===== src/rtl/cyc_irq_timer_pkg.sv =====
package cyc_irq_timer_pkg;
  parameter int TMR_DATA_W = 8;
  parameter int TMR_IDX_W  = 4;
  parameter int TMR_CNT_W  = 16;
  parameter int TMR_LANES  = TMR_CNT_W / TMR_DATA_W;

  // Register indices; the reload bytes occupy consecutive indices, low byte first
  parameter int TMR_IDX_CTRL  = 10;
  parameter int TMR_IDX_LOAD0 = 11;
  parameter int TMR_ARM_BIT   = 0;

  typedef struct packed {
    logic strobe;
    logic arm;
  } ctl_cmd_t;
endpackage


===== src/rtl/cyc_irq_timer_regs.sv =====
module cyc_irq_timer_regs
  import cyc_irq_timer_pkg::*;
#(
  parameter int DATA_W = TMR_DATA_W,
  parameter int IDX_W  = TMR_IDX_W,
  parameter int CNT_W  = TMR_CNT_W
) (
  input  logic              clk,
  input  logic              rst_n,
  input  logic              reg_wr,
  input  logic [IDX_W-1:0]  reg_idx,
  input  logic [DATA_W-1:0] reg_wdata,
  output logic [CNT_W-1:0]  reload_o,
  output ctl_cmd_t          ctl_o
);
  localparam int LANES = CNT_W / DATA_W;

  always_comb begin
    ctl_o.strobe = reg_wr && (reg_idx == IDX_W'(TMR_IDX_CTRL));
    ctl_o.arm    = reg_wdata[TMR_ARM_BIT];
  end

  for (genvar g = 0; g < LANES; g++) begin : g_lane
    logic [DATA_W-1:0] byte_q;
    logic              hit;
    assign hit = reg_wr && (reg_idx == IDX_W'(TMR_IDX_LOAD0 + g));
    always_ff @(posedge clk or negedge rst_n) begin
      if (!rst_n) begin
        byte_q <= '0;
      end else if (hit) begin
        byte_q <= reg_wdata;
      end
    end
    assign reload_o[g*DATA_W +: DATA_W] = byte_q;
  end
endmodule


===== src/rtl/cyc_irq_timer_core.sv =====
module cyc_irq_timer_core
  import cyc_irq_timer_pkg::*;
#(
  parameter int CNT_W = TMR_CNT_W
) (
  input  logic             clk,
  input  logic             rst_n,
  input  logic             cyc_tick,
  input  ctl_cmd_t         ctl_i,
  input  logic [CNT_W-1:0] reload_i,
  output logic [CNT_W-1:0] cnt_o,
  output logic             arm_o,
  output logic             pend_o
);
  logic [CNT_W-1:0] cnt_q;
  logic             arm_q;
  logic             pend_q;
  logic             step;
  logic             last_step;
  logic             reload_zero;

  assign reload_zero = (reload_i == '0);
  assign step        = arm_q && cyc_tick && (cnt_q != '0);
  assign last_step   = step && (cnt_q == CNT_W'(1));

  always_ff @(posedge clk or negedge rst_n) begin
    if (!rst_n) begin
      cnt_q  <= '0;
      arm_q  <= 1'b0;
      pend_q <= 1'b0;
    end else if (ctl_i.strobe) begin
      cnt_q  <= reload_i;
      arm_q  <= ctl_i.arm;
      pend_q <= ctl_i.arm && reload_zero;
    end else if (step) begin
      cnt_q <= cnt_q - CNT_W'(1);
      if (last_step) pend_q <= 1'b1;
    end
  end

  assign cnt_o  = cnt_q;
  assign arm_o  = arm_q;
  assign pend_o = pend_q;
endmodule


===== src/rtl/cyc_irq_timer.sv =====
module cyc_irq_timer
  import cyc_irq_timer_pkg::*;
#(
  parameter int DATA_W = TMR_DATA_W,
  parameter int IDX_W  = TMR_IDX_W
) (
  input  logic              clk,
  input  logic              rst_n,
  input  logic              cyc_tick,
  input  logic              reg_wr,
  input  logic [IDX_W-1:0]  reg_idx,
  input  logic [DATA_W-1:0] reg_wdata,
  output logic              irq_pend
);
  localparam int CNT_W = 2 * DATA_W;

  ctl_cmd_t         ctl;
  logic [CNT_W-1:0] reload;
  logic [CNT_W-1:0] cnt;
  logic             arm;

  cyc_irq_timer_regs #(.DATA_W(DATA_W), .IDX_W(IDX_W), .CNT_W(CNT_W)) u_regs (
    .clk      (clk),
    .rst_n    (rst_n),
    .reg_wr   (reg_wr),
    .reg_idx  (reg_idx),
    .reg_wdata(reg_wdata),
    .reload_o (reload),
    .ctl_o    (ctl)
  );

  cyc_irq_timer_core #(.CNT_W(CNT_W)) u_core (
    .clk     (clk),
    .rst_n   (rst_n),
    .cyc_tick(cyc_tick),
    .ctl_i   (ctl),
    .reload_i(reload),
    .cnt_o   (cnt),
    .arm_o   (arm),
    .pend_o  (irq_pend)
  );
endmodule


===== config.mk =====
export PLATFORM = sky130hd
export DESIGN_NAME = cyc_irq_timer
export DESIGN_NICKNAME = d
export VERILOG_FILES = /design/src/rtl/cyc_irq_timer_pkg.sv /design/src/rtl/cyc_irq_timer_regs.sv /design/src/rtl/cyc_irq_timer_core.sv /design/src/rtl/cyc_irq_timer.sv
export SDC_FILE = /design/constraint.sdc
export NUM_CORES = 1
export LEC_CHECK = 0
export BUFFER_PORTS_ARGS = -buffer_cell sky130_fd_sc_hd__buf_2
export CAP_MARGIN = 20
export CORE_ASPECT_RATIO = 2
export CORE_UTILIZATION = 62
export CTS_CLUSTER_DIAMETER = 40
export CTS_CLUSTER_SIZE = 14
export DETAILED_ROUTE_END_ITERATION = 16
export PLACE_DENSITY = 0.8
export SYNTH_ARGS = -nofsm -noshare
export SYNTH_HDL_FRONTEND = slang
export SYNTH_SLANG_ARGS = --single-unit

===== constraint.sdc =====
create_clock -name clk -period 4.8 [get_ports clk]
set_input_delay 0.24 -clock clk [delete_from_list [all_inputs] [get_ports clk]]
set_output_delay 0.24 -clock clk [all_outputs]
set_load 0.01 [all_outputs]

## Word-level counts from Yosys, hierarchy flattened

Index checks and enable logic that the tools add are counted.

| cells by class | value |
|---|---|
| eq/ne operators | 4 |
| add/sub/neg operators | 1 |
| reductions and logical operators | 12 |
| mux-type cells | 5 |

Operator list:

| operator | count |
|---|---|
| $mux 16 | 2 |
| $eq 16x1->1 const B | 1 |
| $logic_not 16->1 | 1 |
| $reduce_bool 16->1 | 1 |
| $sub 16x1->16 const B | 1 |
| $eq 4x4->1 const B | 3 |
| $logic_and 1x1->1 | 7 |
| $reduce_bool 2->1 | 2 |
| $mux 1 | 3 |
| $reduce_and 2->1 | 1 |

| storage, ports and cells | value |
|---|---|
| input bits | 16 |
| logic and storage cells | 27 |
| bits in registers | 34 |

## Logic depth before layout (Yosys ltp)

Gate-level depths: netlist (run 1).

| logic depth | value |
|---|---|
| depth in word-level cells | 6 |
| mapped depth | 7 |

## By module

A second synthesis (run 1) with hierarchy kept.

| unflattened totals | value |
|---|---|
| cell total of the unflattened synthesis | 170 |
| area total of the unflattened synthesis | 1799.2 µm² |

Modules (own cells, without submodules):

| module | cells an instance | area each (µm²) | seq. area each (µm²) | instances |
|---|---|---|---|---|
| cyc_irq_timer_core | 132 | 1156.1 | 450.4 | 1 |
| cyc_irq_timer_regs | 38 | 643.1 | 400.4 | 1 |

## Least setup slack after synthesis (run 1)

OpenSTA, ideal clock, no wires.

| timing path | value |
|---|---|
| kind | register to register |
| from | register u_core.cnt_q[1], in the netlist u_core.cnt_o[1] |
| to | register u_core.cnt_q[12], in the netlist u_core.cnt_o[12] |
| arrival | 1506 ps |
| clock period less this slack | 1642 ps |
| setup slack | 3158 ps |
| library setup time | 136 ps |
| path buffers | 0 |
| cell stages (with the launch flop) | 8 |
| cells stage by stage | dfrtp_1 inv_1 ha_1 nor3b_1 nand4_1 nor4_1 xnor2_1 o21ai_0 |

| between the ends | value |
|---|---|
| cells in the longest elaborated chain, start to end | 3 |
| elaborated cells on any way between the ends | 6 |
| those cells by class | add/sub (1); mux (2); reduce/logical (3) |

RTL lines:

| element | RTL line | source |
|---|---|---|
| start, declared | cyc_irq_timer_core.sv:15 | `logic [CNT_W-1:0] cnt_q;` |
| start signal, assigned | cyc_irq_timer_core.sv:32 | `cnt_q <= reload_i;` |
| start signal, assigned | cyc_irq_timer_core.sv:36 | `cnt_q <= cnt_q - CNT_W'(1);` |
| $sub 16x1->16 / $reduce_bool 16->1 (equally long branches) | cyc_irq_timer_core.sv:36, cyc_irq_timer_core.sv:23 |  |
| $mux 16 / $logic_and 1x1->1 (equally long branches) | cyc_irq_timer_core.sv:35, cyc_irq_timer_core.sv:23 |  |
| $mux 16 / $reduce_bool 2->1 (equally long branches) | -- |  |

Parallel ways exist; a longest one is shown, timed or not. The select of a mux whose other input is x is not followed.
A chain may end at the register's enable or synchronous reset.

## Worst setup path after layout (run 1)

| timing path | value |
|---|---|
| from | register u_core.cnt_q[1], in the netlist u_core.cnt_o[1] |
| to | register u_core.cnt_q[0], in the netlist u_core.cnt_o[0] |

| between the ends | value |
|---|---|
| cells in the longest elaborated chain, start to end | 3 |

RTL lines:

| element | RTL line | source |
|---|---|---|
| $reduce_bool 16->1 | cyc_irq_timer_core.sv:23 | `assign step = arm_q && cyc_tick && (cnt_q != '0);` |
| $logic_and 1x1->1 | cyc_irq_timer_core.sv:23 |  |
| $reduce_bool 2->1 (no source line) | -- |  |

No other way between the ends.

==> results of run 1 <==
==> cell families after synthesis <==
group | Yosys count | share of synthesized area
and+or+nand+nor | 78 | 0.254
DFF | 34 | 0.478
AOI/OAI and AO/OA | 21 | 0.0717
muxes | 18 | 0.113
xor gates and xnor gates | 11 | 0.0541
buffers and inverters | 7 | 0.0155
adders and majority gates | 2 | 0.0141
==> stage by stage <==
| step | instance area, um2 | total power [mW] | std cells | setup slack, ns | util |
|---|---|---|---|---|---|
| after CTS | 1970 | 0.963 | 219 | 2.85 | 0.720 |
| after floorplan | 1780 | 0.679 | 171 | 3.16 | - |
| final | 1970 | 0.959 | 219 | 2.80 | 0.720 |
| after global placement | 1880 | 0.740 | 211 | 2.86 | 0.687 |
| after global routing | 1970 | 1.02 | 219 | 2.68 | 0.720 |
| after detailed placement | 1890 | 0.765 | 212 | 2.87 | 0.691 |
==> per-layer routing <==
| metal | track usage | up-vias |
|---|---|---|
| met5 | 0 | - |
| met4 | 0.186 | 0 |
| met3 | 0.0714 | 19 |
| met2 | 0.474 | 41 |
| met1 | 0.305 | 667 |
| li1 | - | 660 |
==> cell type report <==
cell class,count,share of cell area
Clock buffer,5,0.0349
Clock inverter,2,0.00508
Inverter,2,0.00381
Multi-Input combinational cell,130,0.460
Sequential cell,34,0.432
Tap cell,29,0.0184
Timing Repair Buffer,17,0.0463
==> state kept, by name (all words and copies together), names as in the netlist <==
| signal | count |
|---|---|
| u_core.cnt_o | 16 |
| u_regs.g_lane.byte_q | 16 |
| u_core.arm_o | 1 |
| u_core.pend_o | 1 |
==> Yosys cell counts (all sizes together) (3+ instances only) <==
cell type  count  area share
a21oi         10       0.028
and2           3       0.012
clkbuf         5       0.011
dfrtp         34        0.48
mux2          16        0.10
nand2         16       0.034
nand3          7       0.020
nand4          5       0.018
nor2          15       0.032
nor3           9       0.037
nor4           7       0.032
o21ai          7       0.020
or4            3       0.015
xnor2          4       0.020
xor2           7       0.034
==> worst register-to-register path, stage by stage (launching register included) <==
cell,delay (ns)
dfrtp_1,0.40
inv_1,0.15
ha_1,0.30
nor3b_1,0.23
nand4_1,0.27
and2_4,0.29
xnor2_1,0.14
o21ai_1,0.08
==> path summary, 6_finish.rpt <==
path	slack [ns]	depth (start not counted)	endpoint
hold reg to reg	0.48	2	u_core.arm_o
min in group clk	0.20	3	u_core.arm_o
setup reg to reg	2.80	7	u_core.cnt_o[0]
max in group asynchronous	4.32	1	u_core.cnt_o[11]
setup / recovery	2.80	7	u_core.cnt_o[0]
hold / removal	0.004	1	u_core.cnt_o[0]
==> power groups by stage <==
stage,sequential (mW),combinational [mW],clock [mW]
2_1_floorplan,0.470,0.210,0
3_3_place_gp,0.491,0.250,0
3_5_place_dp,0.498,0.267,0
4_1_cts,0.493,0.270,0.200
5_1_grt,0.508,0.299,0.212
6_report,0.496,0.268,0.195
==> out/qor.yml, run 1 <==
seq_area_frac_synth: 0.478
min_path_type: "primary input to async pin"
nNetsFinal: 208
final_cell_mix: "dfrtp_1 (34), nand2_1 (16), mux2_2 (16), buf_2 (16), nor2_1 (15)"
portBuffers: 16
die_w_um: 39.9
synth_flop_cell: "dfrtp_1"
grt_pass1_wl_um: 6110
post-cts-setup-buffers: 0
crit_path_end_kind: "flip-flop"
via_count: 1387
drtIter0Drc: 60
place_hpwl_um: 2850
cp-start-kind: "flip-flop"
fillers: 208
maxSlewViolCount: 0
peakVddDrop_mv: 0.343
hold_viol: 0
relSlewSlack: 0.516
cts.sinks: 34
wl_met3_um: 108
path_clk_slew_ns: 0.07
synth_cell_types: 38
worst_slew_pin_slew_ns: 0.727
dieArea_mm2: 0.00310
cts.htree.levels: 2
gp_congestion: 0.850
grt_pass1_vias: 1414
cts_buffer_depth: 2
swShare: 0.359
ys_async_sr_fraction: 1.00
grt_util_all_layers: 0.291
ys_ff_latch: 34
cap_viol_max_count: 0
power_density_mw_per_mm2: 487
syn-cell-area_mm2: 0.00178
path_cells: "inv_1, ha_1, nor3b_1, nand4_1, and2_4, xnor2_1, o21ai_1"
wl_met1_um: 1430
slowest_stage: "dfrtp_1"
rows: 27
power.switching_mw: 0.345
seq_power_share: 0.517
fp.coreArea_mm2: 0.00274
cp_top_family: "simple AND/OR/NAND/NOR gates"
cts_made_buffers: 5
period_share: 0.417
p_leak_nw: 0.825
n_antenna_cell: 0
fin_setup_tns_ns: 0
ctsHoldBuffers: 0
initial_core_util: 0.650
wl_um: 3750
synth_edf_count: 0
p_int_mw: 0.615
fmax_mhz: 499
holdWs_ns: 0.00359
postSynthCellCount: 171
die_h_um: 77.8
dr.max_layer_used: "met4"
wl_met2_um: 2040
worstSetupStartpoint: "u_core.cnt_o[1]"
register_area_um2: 851
drive_gt1_frac: 0.258
required_ns: 4.94
skew_ns: 0.00395
drc_errors: 0
cts_root_buf: "clkbuf_8"
comb_power_share: 0.280
cp_data_arrival_time_ns: 2.15
clockPowerShare: 0.203
tritoncts: "yes"
rsz0062_at_grt: "no"
layout.cells.most_common: "dfrtp_1"
path_buf_inv: 1
rr_startpoint: "u_core.cnt_o[1]"
worstSkewPairLatency_ns: 0.29
vias_per_cell: 6.33
critical_path.max_fanout: 7
drtPass1Iterations: 4
grt_max_degree: 35
area_delta_synth_final_pct: 10.8
post_drt_wl_per_cell_um: 17.1
path_class: "flip-flop to flip-flop"
multiInputGateArea_um2: 906
finalSetupViolCount: 0
critPathMaxStageDelay_ns: 0.40
antenna_found_initial: 0
cts-resized-gates: 0
yosys_warnings: 0
outcome: "completed"
syn-num-nets: 189
overflow: 0
ios: 17
antenna_left: 0
fin_crit_ns: 2.00
syn_area_per_cell_um2: 10.4
(Power assumes the default switching activity.)
==> run 2: changes to the inputs <==
CORE_UTILIZATION = 58   (was 62)
PLACE_DENSITY = 0.75   (was 0.8)
clock period = 2.03 ns   (was 4.8 ns; I/O delays follow)
==> run 2 against run 1 <==
Wire length up 3.2%. Clock skew up 0.0012 ns. Via count down 0.22%. Clock-buffer cell count up 2. Highest routed layer unchanged. Register-to-register slack worse by 2.7 ns. Cell area up 1.8%. First-iteration DRC count down 6.7%. Critical path type unchanged. Sequential share of layout area down 0.78 points. Non-clock buffer count up 2. Flip-flop and latch count unchanged. Clock power rose to 2.6 times the previous value. Die area up 6.6%.
==> out/qor.yml, run 2 (synthesized netlist as in run 1, its figures left out) <==
rows: 28  # was 27
fin_setup_tns_ns: 0  # unchanged
wl_um: 3880  # was 3750 um
period_share: 0.930  # was 0.417
vias_per_cell: 6.21  # was 6.33
drtPass1Iterations: 4  # unchanged
relSlewSlack: 0.510  # was 0.516
antenna_found_initial: 0  # unchanged
crit_path_end_kind: "flip-flop"  # unchanged
antenna_left: 0  # unchanged
slowest_stage: "dfrtp_1"  # unchanged
multiInputGateArea_um2: 915  # was 906 um2
worst_slew_pin_slew_ns: 0.735  # was 0.727 ns
gp_congestion: 0.778  # was 0.850
finalSetupViolCount: 0  # unchanged
dieArea_mm2: 0.00331  # was 0.00310 mm2
path_class: "flip-flop to flip-flop"  # unchanged
cts_made_buffers: 5  # unchanged
cp_top_family: "simple AND/OR/NAND/NOR gates"  # unchanged
grt_util_all_layers: 0.276  # was 0.291
nNetsFinal: 210  # was 208
cts.sinks: 34  # unchanged
skew_ns: 0.00512  # was 0.00395 ns
peakVddDrop_mv: 0.730  # was 0.343 mV
final_util: 0.682  # was 0.720
die_h_um: 80.3  # was 77.8 um
drtIter0Drc: 56  # was 60
register_area_um2: 851  # unchanged
fmax_mhz: 530  # was 499 MHz
rsz0062_at_grt: "no"  # unchanged
required_ns: 2.18  # was 4.94 ns
overflow: 0  # unchanged
drive_gt1_frac: 0.269  # was 0.258
cap_viol_max_count: 0  # unchanged
critPathMaxStageDelay_ns: 0.44  # was 0.40 ns
reg2regPathDepth: 7  # unchanged
final_cell_mix: "dfrtp_1 (34), nand2_1 (16), mux2_2 (16), buf_2 (16), nor2_1 (15)"  # unchanged
ios: 17  # unchanged
worstSkewPairLatency_ns: 0.29  # about the same
cts_buffer_depth: 2  # unchanged
grt_max_degree: 35  # unchanged
cp_data_arrival_time_ns: 2.03  # was 2.15 ns
die_w_um: 41.2  # was 39.9 um
grt_pass1_wl_um: 6110  # about the same
layout.cells.most_common: "dfrtp_1"  # unchanged
critical_path.max_fanout: 7  # unchanged
path_clk_slew_ns: 0.07  # about the same
cp-start-kind: "flip-flop"  # unchanged
post-cts-setup-buffers: 0  # unchanged
fillers: 247  # was 208
p_leak_nw: 0.838  # was 0.825 nW
maxSlewViolCount: 0  # unchanged
min_path_type: "primary input to flip-flop"  # was primary input to async pin
fin_crit_ns: 1.89  # was 2.00 ns
initial_core_util: 0.605  # was 0.650
grt_pass1_vias: 1430  # was 1414
hold_viol: 0  # unchanged
path_cells: "inv_1, ha_2, nor3b_1, nand4_1, nand4b_1, xor2_1, a21oi_1"  # was inv_1, ha_1, nor3b_1, nand4_1, and2_4, xnor2_1, o21ai_1
hold_depth: 3
via_count: 1384  # was 1387
worstSetupPathDepth: 7  # unchanged
place_hpwl_um: 2830  # was 2850 um
power_mw: 2.33  # was 0.959 mW
tritoncts: "yes"  # unchanged
cts.htree.levels: 2  # unchanged
post_drt_wl_per_cell_um: 17.4  # was 17.1 um
area_delta_synth_final_pct: 12.8  # was 10.8%
fp.coreArea_mm2: 0.00294  # was 0.00274 mm2
outcome: "completed"  # unchanged
n_antenna_cell: 0  # unchanged
cts_root_buf: "clkbuf_8"  # unchanged
portBuffers: 16  # unchanged
power_density_mw_per_mm2: 1160  # was 487 mW/mm2
path_buf_inv: 1  # unchanged
drc_errors: 0  # unchanged
run 2: final timing paths:
path | from | to | slack, ns
max | u_core.cnt_o[0] | u_core.cnt_o[5] | 0.14
min | reg_wdata[0] | u_core.arm_o | 0.06
max reg2reg | u_core.cnt_o[0] | u_core.cnt_o[5] | 0.14
min reg2reg | u_core.arm_o | u_core.arm_o | 0.48
max in group asynchronous | rst_n | u_regs.g_lane[1].byte_q[4] | 1.14
min in group asynchronous | rst_n | u_core.pend_o | 0.42
run 2: timing repair:
item | 4_1_cts | 5_1_grt
hold buffers | 1 | 0
endpoints found under the setup margin | 0 | 5
hold endpoints to repair | 34 | 0
resized for setup | 0 | 2
run 2: layout make-up:
cell class / instances / area share
well taps: 30 / 0.0187
clock buffers: 7 / 0.0430
inverters: 2 / 0.00374
multi-input cells: 130 / 0.456
repair buffers: 19 / 0.0524
clock inverters: 1 / 0.00249
flip-flops and latches: 34 / 0.424
run 2: power breakdown:
| group | leakage [nW] | internal [mW] | total (mW) | switching, mW |
|---|---|---|---|---|
| combinational | 0.372 | 0.330 | 0.642 | 0.312 |
| sequential | 0.418 | 0.897 | 1.18 | 0.281 |
| clock | 0.0482 | 0.273 | 0.510 | 0.237 |
run 2: through the flow:
stage               hold WS [ns]  setup WS, ns  std cells  instance area [um2]
CTS                       0.0530        0.0875        223                 2000
finish                    0.0572         0.143        223                 2010
global route              0.0533        0.0161        223                 2010
global placement           0.203         0.146        214                 1900
detailed placement         0.204         0.126        214                 1900
floorplan                 -0.194         0.388        171                 1780
run 2: worst min-delay path, cell delays in order:
cell	delay, ns
buf_2	0.11
nand2_1	0.05
nand2_1	0.05
run 2: routing by layer:
layer | wire length, um | vias to the layer above | global-route usage
met2 | 2250 | 26 | 0.495
met4 | 65 | 0 | 0.0968
li1 | - | 667 | -
met3 | 119 | 7 | 0.0580
met5 | 0 | - | 0
met1 | 1440 | 684 | 0.288
